[src/rtl/ser_pkg.sv]
// Shared constants and types for the phase-framed word serializer.
// Assumes the default widths; the modules take them as parameters.
package ser_pkg;
    localparam int VID_BITS  = 18;
    localparam int CTL_TRIPS = 5;   // control bits sent three times
    localparam int CTL_SINGS = 4;   // control bits sent once
    localparam int CTL_BITS  = CTL_TRIPS + CTL_SINGS;
    localparam int WORD_BITS = 20;
    localparam int LOOKAHEAD = 2;

    localparam logic [WORD_BITS-1:0] PAT_TO_VIDEO = 20'h5A5A6;
    localparam logic [WORD_BITS-1:0] PAT_TO_CTRL  = 20'hA5A5A;

    // Classification of the slot currently being framed.
    typedef enum logic [2:0] {
        K_VIDEO    = 3'd0,
        K_CTL_NEW  = 3'd1,
        K_CTL_HOLD = 3'd2,
        K_TO_CTRL  = 3'd3,
        K_TO_VIDEO = 3'd4
    } slot_kind_e;
endpackage

[src/rtl/ser_phase_window.sv]
// Lookahead input pipeline and slot classifier.
// Holds LOOK future pixels ahead of the current slot and LOOK past
// data-enable values. It decides whether the current slot is video,
// a sampled control slot, a repeated control slot or a transition slot,
// and it keeps the last sampled control value.
// Assumes LOOK >= 2 and that pix_en advances one pixel.
module ser_phase_window
    import ser_pkg::*;
#(
    parameter int VID_W = VID_BITS,
    parameter int CTL_W = CTL_BITS,
    parameter int LOOK  = LOOKAHEAD
) (
    input  logic             clk,
    input  logic             rst_n,
    input  logic             pix_en,
    input  logic             de_i,
    input  logic [VID_W-1:0] vid_i,
    input  logic [CTL_W-1:0] ctl_i,
    output slot_kind_e       kind_o,
    output logic [VID_W-1:0] cur_vid_o,
    output logic [CTL_W-1:0] cur_ctl_o
);
    localparam int DEPTH = LOOK + 1;

    logic             pipe_de  [DEPTH];
    logic [VID_W-1:0] pipe_vid [DEPTH];
    logic [CTL_W-1:0] pipe_ctl [DEPTH];
    logic [LOOK-1:0]  past_de;    // [0] = previous slot
    logic [LOOK-1:0]  ahead_de;   // [0] = next slot
    logic [CTL_W-1:0] held_q;
    slot_kind_e       kind;

    // Shift the pixel pipeline and the past data-enable history.
    always_ff @(posedge clk) begin
        if (!rst_n) begin
            for (int i = 0; i < DEPTH; i++) begin
                pipe_de[i]  <= 1'b0;
                pipe_vid[i] <= '0;
                pipe_ctl[i] <= '0;
            end
            past_de <= '0;
        end else if (pix_en) begin
            pipe_de[0]  <= de_i;
            pipe_vid[0] <= vid_i;
            pipe_ctl[0] <= ctl_i;
            for (int i = 1; i < DEPTH; i++) begin
                pipe_de[i]  <= pipe_de[i-1];
                pipe_vid[i] <= pipe_vid[i-1];
                pipe_ctl[i] <= pipe_ctl[i-1];
            end
            past_de[0] <= pipe_de[LOOK];
            for (int i = 1; i < LOOK; i++) begin
                past_de[i] <= past_de[i-1];
            end
        end
    end

    // Gather the lookahead data-enables, nearest slot first.
    for (genvar j = 0; j < LOOK; j++) begin : g_ahead
        assign ahead_de[j] = pipe_de[LOOK-1-j];
    end

    // Classify the current slot; control-to-video framing has priority.
    always_comb begin
        if (pipe_de[LOOK])                  kind = K_VIDEO;
        else if (ahead_de[0])               kind = K_TO_VIDEO;
        else if (past_de[0])                kind = K_TO_CTRL;
        else if ((|ahead_de) || (|past_de)) kind = K_CTL_HOLD;
        else                                kind = K_CTL_NEW;
    end

    // Keep the last control value that was actually sampled.
    always_ff @(posedge clk) begin
        if (!rst_n) begin
            held_q <= '0;
        end else if (pix_en && kind == K_CTL_NEW) begin
            held_q <= pipe_ctl[LOOK];
        end
    end

    assign kind_o    = kind;
    assign cur_vid_o = pipe_vid[LOOK];
    assign cur_ctl_o = (kind == K_CTL_NEW) ? pipe_ctl[LOOK] : held_q;

    // slots that are not sampled leave the stored control value alone.
    p_hold_stable_r5: assert property (@(posedge clk) disable iff (!rst_n)
        (pix_en && kind != K_CTL_NEW) |=> $stable(held_q));

    // a slot whose successor is video is never framed as leaving video.
    p_c2v_first_r6: assert property (@(posedge clk) disable iff (!rst_n)
        (ahead_de[0] && kind != K_VIDEO) |-> (kind != K_TO_CTRL));
endmodule

[src/rtl/ser_video_balancer.sv]
// Running-disparity DC balancer for the video payload.
// It counts the ones in the payload and inverts the payload when that
// pushes the running disparity toward zero. It updates the disparity on
// each fired video slot. Only the payload is tracked; tag bits and
// control words are ignored.
module ser_video_balancer #(
    parameter int VID_W = ser_pkg::VID_BITS
) (
    input  logic             clk,
    input  logic             rst_n,
    input  logic             fire_i,
    input  logic [VID_W-1:0] sym_i,
    output logic [VID_W-1:0] sym_o,
    output logic             inv_o
);
    localparam int RD_W = $clog2(2 * VID_W + 1) + 1;
    localparam logic signed [RD_W-1:0] RD_LIM = RD_W'(VID_W);

    logic [RD_W-1:0]        pop;
    logic signed [RD_W-1:0] dsym;
    logic signed [RD_W-1:0] rd_q;
    logic signed [RD_W-1:0] rd_next;
    logic                   inv;

    // Count the ones in the raw payload.
    always_comb begin
        pop = '0;
        for (int i = 0; i < VID_W; i++) begin
            pop = pop + RD_W'(sym_i[i]);
        end
    end

    // Pick the polarity and the next running disparity.
    always_comb begin
        dsym    = $signed((pop << 1) - RD_W'(VID_W));
        inv     = (rd_q != '0) && (dsym != '0) && (rd_q[RD_W-1] == dsym[RD_W-1]);
        rd_next = inv ? (rd_q - dsym) : (rd_q + dsym);
    end

    // Update the running disparity on each video slot.
    always_ff @(posedge clk) begin
        if (!rst_n) begin
            rd_q <= '0;
        end else if (fire_i) begin
            rd_q <= rd_next;
        end
    end

    assign sym_o = inv ? ~sym_i : sym_i;
    assign inv_o = inv;

    // the running disparity never leaves one payload's swing.
    p_disp_bound_r3: assert property (@(posedge clk) disable iff (!rst_n)
        (rd_q <= RD_LIM) && (rd_q >= -RD_LIM));

    // non-video slots leave the running disparity alone.
    p_disp_idle_r3: assert property (@(posedge clk) disable iff (!rst_n)
        !fire_i |=> $stable(rd_q));
endmodule

[src/rtl/ser_word_former.sv]
// Builds the 20-bit word for the current slot from its kind.
// A video word is tag, inversion flag and payload. A control word is
// the tag, then triplicated and single control bits. A transition word
// is one of two fixed patterns.
// Assumes WORD_W = VID_W + 2 = 1 + 3*TRIP_N + SING_N.
module ser_word_former
    import ser_pkg::*;
#(
    parameter int VID_W  = VID_BITS,
    parameter int TRIP_N = CTL_TRIPS,
    parameter int SING_N = CTL_SINGS,
    parameter int WORD_W = WORD_BITS,
    parameter logic [WORD_W-1:0] PAT_V = PAT_TO_VIDEO,
    parameter logic [WORD_W-1:0] PAT_C = PAT_TO_CTRL
) (
    input  slot_kind_e                kind_i,
    input  logic [VID_W-1:0]          sym_i,
    input  logic                      inv_i,
    input  logic [TRIP_N+SING_N-1:0]  ctl_i,
    output logic [WORD_W-1:0]         word_o
);
    localparam int SING_BASE = 1 + 3 * TRIP_N;

    logic [WORD_W-1:0] vid_word;
    logic [WORD_W-1:0] ctl_word;

    assign vid_word = {sym_i, inv_i, 1'b1};
    assign ctl_word[0] = 1'b0;

    // Spread each voted control bit over three neighbouring positions.
    for (genvar g = 0; g < TRIP_N; g++) begin : g_trip
        assign ctl_word[1 + 3*g +: 3] = {3{ctl_i[g]}};
    end

    // Place each single control bit after the voted group.
    for (genvar g = 0; g < SING_N; g++) begin : g_sing
        assign ctl_word[SING_BASE + g] = ctl_i[TRIP_N + g];
    end

    // Select the word by slot kind.
    always_comb begin
        case (kind_i)
            K_VIDEO:    word_o = vid_word;
            K_TO_VIDEO: word_o = PAT_V;
            K_TO_CTRL:  word_o = PAT_C;
            default:    word_o = ctl_word;
        endcase
    end
endmodule

[src/rtl/ser_word_shifter.sv]
// Word staging register and LSB-first output shifter.
// The next word is staged on pix_en. The shifter loads the staged word
// on the bit enable that follows bit 19, so words leave back to back.
// Assumes one pix_en per WORD_W bit enables, away from the load slot.
module ser_word_shifter #(
    parameter int WORD_W = ser_pkg::WORD_BITS
) (
    input  logic              clk,
    input  logic              rst_n,
    input  logic              bit_en,
    input  logic              pix_en,
    input  logic [WORD_W-1:0] word_i,
    output logic              ser_o,
    output logic              word_start_o
);
    localparam int CNT_W = $clog2(WORD_W);
    localparam logic [CNT_W-1:0] LAST = CNT_W'(WORD_W - 1);

    logic [WORD_W-1:0] stage_q;
    logic [WORD_W-1:0] sh_q;
    logic [CNT_W-1:0]  cnt_q;

    // Stage the word formed for this pixel.
    always_ff @(posedge clk) begin
        if (!rst_n)      stage_q <= '0;
        else if (pix_en) stage_q <= word_i;
    end

    // Count bits and shift, loading the staged word after the last bit.
    always_ff @(posedge clk) begin
        if (!rst_n) begin
            cnt_q <= '0;
            sh_q  <= '0;
        end else if (bit_en) begin
            if (cnt_q == LAST) begin
                cnt_q <= '0;
                sh_q  <= stage_q;
            end else begin
                cnt_q <= cnt_q + 1'b1;
                sh_q  <= {1'b0, sh_q[WORD_W-1:1]};
            end
        end
    end

    assign ser_o        = sh_q[0];
    assign word_start_o = (cnt_q == '0);

    // the bit counter stays inside one word.
    p_cnt_range_r1: assert property (@(posedge clk) disable iff (!rst_n)
        cnt_q <= LAST);

    // the word after bit 19 is the staged one, with no idle bit.
    p_load_r1: assert property (@(posedge clk) disable iff (!rst_n)
        (bit_en && cnt_q == LAST) |=> (sh_q == $past(stage_q) && word_start_o));

    // without a bit enable the output stands still.
    p_freeze_r9: assert property (@(posedge clk) disable iff (!rst_n)
        !bit_en |=> ($stable(sh_q) && $stable(cnt_q)));
endmodule

[src/rtl/phase_serializer.sv]
// Top of the phase-framed DC-balanced word serializer.
// Pipeline and classifier -> video balancer -> word former -> shifter.
// Assumes bit_en / pix_en timing as stated in the shifter header.
module phase_serializer
    import ser_pkg::*;
#(
    parameter int VID_W  = VID_BITS,
    parameter int TRIP_N = CTL_TRIPS,
    parameter int SING_N = CTL_SINGS,
    parameter int LOOK   = LOOKAHEAD
) (
    input  logic                     clk,
    input  logic                     rst_n,
    input  logic                     bit_en,
    input  logic                     pix_en,
    input  logic                     de_i,
    input  logic [VID_W-1:0]         vid_i,
    input  logic [TRIP_N+SING_N-1:0] ctl_i,
    output logic                     ser_o,
    output logic                     word_start_o
);
    localparam int CTL_W  = TRIP_N + SING_N;
    localparam int WORD_W = VID_W + 2;

    slot_kind_e        kind;
    logic [VID_W-1:0]  cur_vid;
    logic [CTL_W-1:0]  cur_ctl;
    logic [VID_W-1:0]  enc_sym;
    logic              enc_inv;
    logic [WORD_W-1:0] next_word;

    ser_phase_window #(.VID_W(VID_W), .CTL_W(CTL_W), .LOOK(LOOK)) u_window (
        .clk(clk), .rst_n(rst_n), .pix_en(pix_en),
        .de_i(de_i), .vid_i(vid_i), .ctl_i(ctl_i),
        .kind_o(kind), .cur_vid_o(cur_vid), .cur_ctl_o(cur_ctl)
    );

    ser_video_balancer #(.VID_W(VID_W)) u_balance (
        .clk(clk), .rst_n(rst_n),
        .fire_i(pix_en && kind == K_VIDEO),
        .sym_i(cur_vid), .sym_o(enc_sym), .inv_o(enc_inv)
    );

    ser_word_former #(.VID_W(VID_W), .TRIP_N(TRIP_N), .SING_N(SING_N),
                      .WORD_W(WORD_W)) u_former (
        .kind_i(kind), .sym_i(enc_sym), .inv_i(enc_inv),
        .ctl_i(cur_ctl), .word_o(next_word)
    );

    ser_word_shifter #(.WORD_W(WORD_W)) u_shift (
        .clk(clk), .rst_n(rst_n), .bit_en(bit_en), .pix_en(pix_en),
        .word_i(next_word), .ser_o(ser_o), .word_start_o(word_start_o)
    );

    // video words carry the video tag and the chosen polarity.
    p_video_tag_r2: assert property (@(posedge clk) disable iff (!rst_n)
        (kind == K_VIDEO) |-> (next_word[0] && next_word[1] == enc_inv));

    // control words carry the control tag.
    p_ctl_tag_r4: assert property (@(posedge clk) disable iff (!rst_n)
        (kind == K_CTL_NEW || kind == K_CTL_HOLD) |-> !next_word[0]);

    // transition words are balanced.
    p_trans_bal_r6: assert property (@(posedge clk) disable iff (!rst_n)
        (kind == K_TO_VIDEO || kind == K_TO_CTRL) |->
            ($countones(next_word) == WORD_W / 2));
endmodule

[config.mk]
export PLATFORM = sky130hd
export DESIGN_NAME = phase_serializer
export DESIGN_NICKNAME = d
export VERILOG_FILES = /design/src/rtl/ser_pkg.sv /design/src/rtl/ser_phase_window.sv /design/src/rtl/ser_video_balancer.sv /design/src/rtl/ser_word_former.sv /design/src/rtl/ser_word_shifter.sv /design/src/rtl/phase_serializer.sv
export SDC_FILE = /design/constraint.sdc
export NUM_CORES = 1
export LEC_CHECK = 0
export BUFFER_PORTS_ARGS = -buffer_cell sky130_fd_sc_hd__buf_2
export CAP_MARGIN = 5
export CORE_ASPECT_RATIO = 0.9
export CORE_MARGIN = 2
export CORE_UTILIZATION = 40
export DETAILED_ROUTE_END_ITERATION = 8
export PLACE_DENSITY_LB_ADDON = 0.2
export SYNTH_ARGS = -nofsm -noshare
export SYNTH_HDL_FRONTEND = slang
export SYNTH_SLANG_ARGS = --single-unit
[constraint.sdc]
create_clock -name clk -period 16.8 [get_ports clk]
set_input_delay 3.36 -clock clk [delete_from_list [all_inputs] [get_ports clk]]
set_output_delay 3.36 -clock clk [all_outputs]
set_load 0.02 [all_outputs]
Word level (Yosys, flattened, before mapping)
Memory sizes are Yosys's and may differ from the RTL's.
Index checks and enable logic that the tools add are counted.
Cells by class
  eq/ne operators: 5
  multiplexer cells: 23
  reductions and logical operators: 11
  bitwise operators: 10
  $add $sub $neg: 21
Operators by type and width (count)
  6-bit by 1-bit adder with 6-bit output: 16
  18-bit 2-to-1 mux: 4
  20-bit case mux with 3 select lines: 1
  9-bit 2-to-1 mux: 4
  20-bit 2-to-1 mux: 1
  18-bit inverter: 1
  7-bit nonzero test: 2
  3-bit 2-to-1 mux: 3
  1-bit OR: 9
  7-bit adder: 1
  1-bit 2-to-1 mux: 7
  7-bit 2-to-1 mux: 1
  7-bit by 5-bit subtractor with 7-bit output (second input constant): 1
  7-bit subtractor: 1
  5-bit by 1-bit adder with 5-bit output (second input constant): 1
  5-bit equality test (second input constant): 1
  5-bit zero test: 1
  5-bit 2-to-1 mux: 1
  1-bit logical AND: 4
  2-bit OR reduction: 2
  3-bit by 1-bit equality test with 1-bit output (second input constant): 1
  3-bit by 2-bit equality test with 1-bit output (second input constant): 1
  3-bit equality test (second input constant): 1
  3-bit zero test: 1
  4 further kinds: 4
Word-level totals
  input port bits: 32
  output and inout port bits: 2
  memories kept: 3
  RAM bits: 84
  flip-flop bits (word level): 63
  logic and storage cells: 79
Memory list
  u_window.pipe_vid: depth 3, width 18, read ports 3, clocked after memory_dff 0, write ports 3, RTL line ser_phase_window.sv:27  | logic [VID_W-1:0] pipe_vid [DEPTH];
  u_window.pipe_ctl: depth 3, width 9, read ports 3, clocked after memory_dff 0, write ports 3, RTL line ser_phase_window.sv:28  | logic [CTL_W-1:0] pipe_ctl [DEPTH];
  u_window.pipe_de: depth 3, width 1, read ports 3, clocked after memory_dff 0, write ports 3, RTL line ser_phase_window.sv:26  | logic pipe_de [DEPTH];

Logic depth before layout (Yosys ltp)
Gate-level depths: netlist (run 1).
An unclocked memory read counts as a cell.
  word-level depth: 24
  mapped depth: 30

Modules after synthesis
From an unflattened synthesis (run 1), not the netlist that was laid out.
Second synthesis, totals
  cell total of the unflattened synthesis: 697
  area, all modules: 7661.1 um^2
Modules (own cells, without submodules)
  ser_phase_window: times used 1, area each 3903.7 um^2, sequential area each 2742.6 um^2, cells an instance 268
  ser_word_shifter: times used 1, area each 1886.8 um^2, sequential area each 900.9 um^2, cells an instance 206
  ser_video_balancer: times used 1, area each 1462.7 um^2, sequential area each 120.1 um^2, cells an instance 165
  ser_word_former: times used 1, area each 392.9 um^2, sequential area each 0.0 um^2, cells an instance 57
  phase_serializer: times used 1, area each 15.0 um^2, sequential area each 0.0 um^2, cells an instance 1

Least setup slack after synthesis (run 1)
No wires, ideal clock.
  path kind: register to register
  start point: memory u_window.pipe_vid[0][36] (netlist bit)
  end point: register u_balance.rd_q[6]
  path slack: 9.877 ns
  period minus slack after synthesis: 6.923 ns
  required time: 16.673 ns
  stages on the path, launching flop included: 29
  setup time: 0.127 ns
  arrival: 6.796 ns
  path buffers: 2
  cells stage by stage: edfxtp_1 -> ha_1 -> inv_1 -> fa_1 -> inv_1 -> fa_1 -> fa_1 -> inv_1 -> fa_1 -> fa_1 -> fa_1 -> ha_1 -> nor4b_1 -> o31ai_1 -> and3_1 -> a31o_1 -> buf_6 -> buf_6 -> nand2_1 -> xor2_1 -> ha_1 -> nor2b_1 -> o31ai_1 -> a21oi_1 -> xnor2_2 -> nand2b_1 -> a211oi_1 -> a21o_1 -> or3_1
RTL lines
  start: declaration: RTL line ser_phase_window.sv:27
  end signal: assignment: RTL line ser_video_balancer.sv:45  | rd_q <= rd_next;
  end: declaration: RTL line ser_video_balancer.sv:21  | logic signed [RD_W-1:0] rd_q;

==> metrics.yaml, run 1 <==
outcome: "finished, final reports clean"
p_comb_share_pct: 38.6
clk_pin_slew_ns: 0.06
synth_cell_types: 58
yosys.area.top_type: "edfxtp_1"
post_drt_wl_per_cell_um: 13.7
grt_pass1_vias: 4490
postPlaceCellArea_um2: 7410
async_reset_ff_share_pct: 0
p_sw_share_pct: 34.8
rsz0062_at_grt: "no"
grt_usage_pct: 14.6
critPathCaptureType: "flop"
slew_headroom_pct: 19.1
final_layout_size_suffix_gt1_share_pct: 12.2
drc: 0
viasPerCell: 5.00
overflow: 0
drtAntennaViolNets: 0
core_area_um2: 17500
grt_max_degree: 108
cp-start-kind: "flop"
regToRegSetupSlack_ns: 9.29
fill_cells: 1657
cp-startpoint: "u_window.pipe_vid[0][36]"
switching_power_w: 0.000438
die_w_um: 145
antenna_found_initial: 0
reg2reg_to: "u_balance.rd_q[6]"
cts_made_buffers: 17
skew_ns: 0.00827
portBuffers: 33
cts_setup_buffers: 0
start_util_pct: 40.6
synth_warnings: 0
fin_area_um2: 7960
fp.dieH_um: 130
pwr-share-seq_pct: 33.6
clkSinkCount: 146
fin_util_pct: 45.5
synth-edff-count: 84
synth_fp_nets: 711
clkLatencyLatePin_ns: 0.42
worstSetupPathType: "flop to flop"
grt_pass1_wl_um: 21700
layout.nets: 720
syn_to_final_growth_pct: 12.0
p_per_area_nw_per_um2: 158
p_leak_nw: 3.53
syn_inst: 652
synth_area_um2: 7110
antenna_cells: 0
reg2regPathDepth: 27
cts_hold_buffers: 0
finalSetupTns_ns: 0
clockBufferDepth: 2
vdd_drop_max_mv: 0.101
place_hpwl_um: 8020
fmax_ghz: 0.133
clock_power_share_pct: 27.8
hold_violations: 0
hp-class: "flop to flop"
p_int_w: 0.000819
drv_cap: 0
tritoncts: "built"
fin_crit_ns: 7.51
crit_path_max_fanout: 24
place.gp.congestion: 0.794
cts_resized: 0
drv_slew: 0
finalSetupViolations: 0
fin_ws_ns: 9.29
die_area_um2: 18900
cp_data_arrival_time_ns: 7.81
ys_seq_elements: 146
period_share_pct: 44.7
cp.required_ns: 17.10
first_iter_violations: 166
worst_pin_slew_ns: 1.21
num_vias: 4566
wl_um: 12500
r2r-start: "u_window.pipe_vid[0][36]"
io_pins: 34
crit_path_end: "u_balance.rd_q[6]"
seq_area_frac_synth_pct: 52.9
drt_first_pass_iters: 4
clockRootBuffer: "clkbuf_16"
syn_avg_cell_area_um2: 10.9
htree_num_levels: 4
place_ws_ns: 9.28
synthFlopType: "edfxtp_1"
placementRows: 46
synth.area.top_cells: "edfxtp_1 35%, dfxtp_1 17%, and3_1 7.5%"
synth_top_cell_area_share_pct: 35.5
[how the worst min path moves through the flow]
stage	startpoint	end	slack, ns	cells past startpoint
3_3_place_gp	u_window.held_q[7]	u_window.held_q[7]	0.45	2
5_1_grt	u_shift.sh_q[12]	u_shift.sh_q[12]	0.49	1
3_5_place_dp	u_window.held_q[4]	u_window.held_q[4]	0.46	2
6_report	u_window.held_q[6]	u_window.held_q[6]	0.47	2
2_1_floorplan	u_shift.stage_q[19]	u_shift.stage_q[19]	0.44	2
4_1_cts	u_window.held_q[4]	u_window.held_q[4]	0.47	2
[registers in the layout, indices dropped and copies added, names as in the netlist, 3 cells and up]
| signal | flops |
|---|---|
| u_window.pipe_de | 3 |
| u_window.held_q | 9 |
| u_shift.cnt_q | 5 |
| u_shift.stage_q | 20 |
| u_balance.rd_q | 6 |
| u_window.pipe_vid | 54 |
| u_window.pipe_ctl | 27 |
| u_shift.sh_q | 20 |
[power groups by stage]
stage / registers, W / clock network (W) / logic, W
4_1_cts: 0.000422 / 0.000360 / 0.000487
3_3_place_gp: 0.000429 / 0 / 0.000474
5_1_grt: 0.000425 / 0.000374 / 0.000554
2_1_floorplan: 0.000424 / 0 / 0.000412
6_report: 0.000422 / 0.000350 / 0.000485
3_5_place_dp: 0.000429 / 0 / 0.000485
[critical path, cell delays in order, from the launching register on]
cell	delay, ns
edfxtp_1	0.41
ha_1	0.30
inv_1	0.04
fa_1	0.47
inv_1	0.05
fa_1	0.47
fa_1	0.51
inv_1	0.05
fa_1	0.44
fa_1	0.43
fa_1	0.55
xnor2_1	0.33
o32a_1	0.18
o311a_2	0.23
mux2i_1	0.30
a31o_1	0.14
buf_4	0.32
nand2_1	0.11
xor2_1	0.24
ha_1	0.27
nor2b_1	0.14
o31ai_1	0.27
a21oi_1	0.17
xnor2_2	0.24
nand2b_1	0.17
a211oi_1	0.08
a21o_1	0.15
or3_1	0.33
[routing by layer]
metal	track usage, %	part of all wire, %	wire length, µm	vias up
met3	3.64	3.9	482	13
met2	22.4	46	5700	79
met1	19.8	49	6150	2147
met4	6.51	1.2	146	0
met5	0	0	0	-
li1	-	-	-	2327
[per-stage QoR]
step | instances | power (W) | hold WS, ns
after floorplan | 652 | 0.000836 | 0.438
after global placement | 882 | 0.000903 | 0.452
after detailed placement | 882 | 0.000915 | 0.460
after CTS | 914 | 0.00127 | 0.470
after global routing | 914 | 0.00135 | 0.494
final | 914 | 0.00126 | 0.467
[cell type report]
class | instances | area, µm² | area share [%]
Inverter | 39 | 146 | 1.84
Tap cell | 240 | 300 | 3.77
Clock inverter | 15 | 125 | 1.57
Sequential cell | 146 | 3760 | 47.3
Timing Repair Buffer | 38 | 203 | 2.55
Multi-Input combinational cell | 419 | 3000 | 37.7
Clock buffer | 17 | 425 | 5.34
[cells by family after synthesis]
logic type | share of synthesized area, %
AO/OA/AOI/OAI | 11.4
XOR/XNOR | 3.55
adder cells (fa/ha/maj) | 6.12
buffers and inverters | 4.98
flip-flops | 52.9
multiplexers | 3.66
AND/OR/NAND/NOR | 17.4
[placed cells by master (no fill, tap or decap), types with 3 or more instances in the layout]
cell,netlist,routed
mux2i_1,26,26
nand2b_1,8,8
o211a_1,21,21
edfxtp_1,84,84
nor3b_1,3,3
nor2_1,16,16
fa_1,13,13
o21a_1,3,3
a21boi_0,14,14
o221ai_1,3,3
clkbuf_16,0,17
xor2_1,10,10
inv_1,38,37
clkinv_4,0,4
dfxtp_1,62,62
inv_6,0,5
nand3_1,12,12
and3_1,85,85
xnor2_1,17,17
nand2_1,68,68
buf_4,1,5
ha_1,14,14
and2_1,9,9
or3_1,3,3
buf_2,1,33
o21ai_0,23,23
nor2b_1,10,10
a21oi_1,14,14
o211ai_1,11,11
[synthesized netlist by cell type (8+ instances only)]
master,count
a21boi_0,14
a21oi_1,14
and2_1,9
and3_1,85
clkbuf_1,41
dfxtp_1,62
edfxtp_1,84
fa_1,13
ha_1,14
inv_1,38
mux2i_1,26
nand2_1,68
nand2b_1,8
nand3_1,12
nor2_1,16
nor2b_1,10
o211a_1,21
o211ai_1,11
o21ai_0,23
xnor2_1,17
xor2_1,10
No activity file was read; power rests on OpenSTA's default activity.
==> run 2, diff against run 1 <==
==> constraint.sdc (replaced) <==
create_clock -name clk -period 6.85 [get_ports clk]
set_input_delay 1.37 -clock clk [delete_from_list [all_inputs] [get_ports clk]]
set_output_delay 1.37 -clock clk [all_outputs]
set_load 0.02 [all_outputs]
==> run 2 against run 1 <==
The flow now finishes with violations (negative setup slack). Clock skew barely moved. Sequential power rose by 150%. Register-to-register slack got worse by 9.4 ns. Critical path type unchanged. Final area rose by 5.1%. Global-route usage rose by 0.23 points. First-iteration DRC count rose by 34%. Non-clock buffer count rose by 22. Combinational power rose to 3.9 times the previous value. Clock power rose to 2.6 times the previous value.
==> metrics.yaml, run 2 (synthesis gave the netlist of run 1 again) <==
overflow: 0
place.gp.congestion: 0.753
r2r-start: "u_window.pipe_vid[0][36]"
place_ws_ns: -0.245
first_iter_violations: 223
holdWs_ns: 0.468
drv_slew: 0
clockBufferDepth: 2
crit_top_cell: "fa_1"
portBuffers: 33
clkSinkCount: 146
num_vias: 4731
final_layout_size_suffix_gt1_share_pct: 18.7
cp_slowest_cell: "fa_2"
clkLatencyLatePin_ns: 0.42
cp.required_ns: 7.15
post_drt_wl_per_cell_um: 14.1
rsz0062_at_grt: "yes"
grt_usage_pct: 14.8
p_sw_share_pct: 34.8
io_pins: 34
antenna_found_initial: 0
min-delay-start: "u_window.held_q[8]"
critical-path-top-delay-family: "adder cells"
largest_register_ffs: 54
cp-startpoint: "u_window.pipe_vid[0][36]"
fin_ws_ns: -0.0644
period_share_pct: 101
fill_cells: 1607
critPathMaxStageDelay_ns: 0.63
fin_crit_ns: 6.91
viasPerCell: 5.05
largest_register: "u_window.pipe_vid"
p_per_area_nw_per_um2: 456
worstSetupPathType: "flop to flop"
fmax_ghz: 0.145
layout_common_cells: "85 x and3_1, 84 x edfxtp_1, 64 x nand2_1"
largestRegisters: "u_window.pipe_vid x54, u_window.pipe_ctl x27"
hold_violations: 0
drv_cap: 0
layout.nets: 742
grt_max_degree: 135
violations: "negative setup slack"
clk_pin_slew_ns: 0.06
hp-class: "flop to flop"
p_comb_share_pct: 49.0
cp_data_arrival_time_ns: 7.22
cp.buffers_inverters: 4
p_int_w: 0.00249
fin_util_pct: 47.8
die_w_um: 145
skew_ns: 0.00829
critPathCaptureType: "flop"
finalSetupViolations: 1
cts_made_buffers: 17
fp.dieH_um: 130
clock_power_share_pct: 23.9
syn_to_final_growth_pct: 17.7
fin_area_um2: 8370
wl_um: 13200
slew_headroom_pct: 22.0
drt_first_pass_iters: 4
place_hpwl_um: 8220
cp-start-kind: "flop"
grt_pass1_wl_um: 22000
power_w: 0.00381
outcome: "complete, but fails checks"
drtAntennaViolNets: 0
grt_pass1_vias: 4583
crit_path_max_fanout: 4
core_area_um2: 17500
switching_power_w: 0.00133
drc: 0
die_area_um2: 18900
worst_pin_slew_ns: 1.16
antenna_cells: 0
p_leak_nw: 3.69
htree_num_levels: 4
pwr-share-seq_pct: 27.2
placementRows: 46
final_common_cell: "and3_1"
tritoncts: "built"
postPlaceCellArea_um2: 7540
vdd_drop_max_mv: 0.296
clockRootBuffer: "clkbuf_16"
start_util_pct: 40.6
## run 2: path summary, 6_finish.rpt
kind                        end  slack (ns)  cells after the start
min reg2reg  u_window.held_q[8]        0.47                      2
max           u_balance.rd_q[6]       -0.06                     28
min          u_window.held_q[8]        0.47                      2
max reg2reg   u_balance.rd_q[6]       -0.06                     28
## run 2: final cells by class
type / count / area (µm²) / share of cell area, %
clock inverters: 14 / 156 / 1.87
well taps: 240 / 300 / 3.59
inverters: 39 / 146 / 1.75
repair buffers: 60 / 370 / 4.42
clock buffers: 18 / 429 / 5.13
multi-input cells: 419 / 3200 / 38.3
flip-flops and latches: 146 / 3760 / 45.0
## run 2: power groups by stage
stage / Sequential [W] / Clock (W) / Combinational [W]
CTS: 0.00104 / 0.000931 / 0.00142
finish: 0.00104 / 0.000911 / 0.00187
global placement: 0.00105 / 0 / 0.00130
detailed placement: 0.00105 / 0 / 0.00135
floorplan: 0.00104 / 0 / 0.00109
global route: 0.00104 / 0.000974 / 0.00204
## run 2: routing by layer
metal	vias to the layer above	GRT usage [%]	part of all wire (%)
met2	78	24.2	48
met1	2257	19.2	47
met3	19	3.46	3.2
met4	0	6.00	1.8
li1	2377	-	-
met5	-	0	0
## run 2: timing repair
action                     in CTS  in global routing
setup endpoints to repair       1                  1
gates resized for setup         4                 24
hold buffers                    0                  0
pin swaps                       5                 28
buffers inserted                1                 12
## run 2: worst register-to-register path: cells and delay by family (launching register included)
family,cells,cell delay (ns)
compound gates,8,1.22
xor+xnor,2,0.25
fa+ha+maj,9,3.76
buf+inv,4,0.29
flops,1,0.39
simple gates,5,0.89
## run 2: per-stage QoR
stage | TNS, ns | cells
after floorplan | -0.0135 | 652
after global placement | 0 | 892
after detailed placement | -0.245 | 892
after CTS | 0 | 925
after global routing | -0.339 | 936
final | -0.0644 | 936
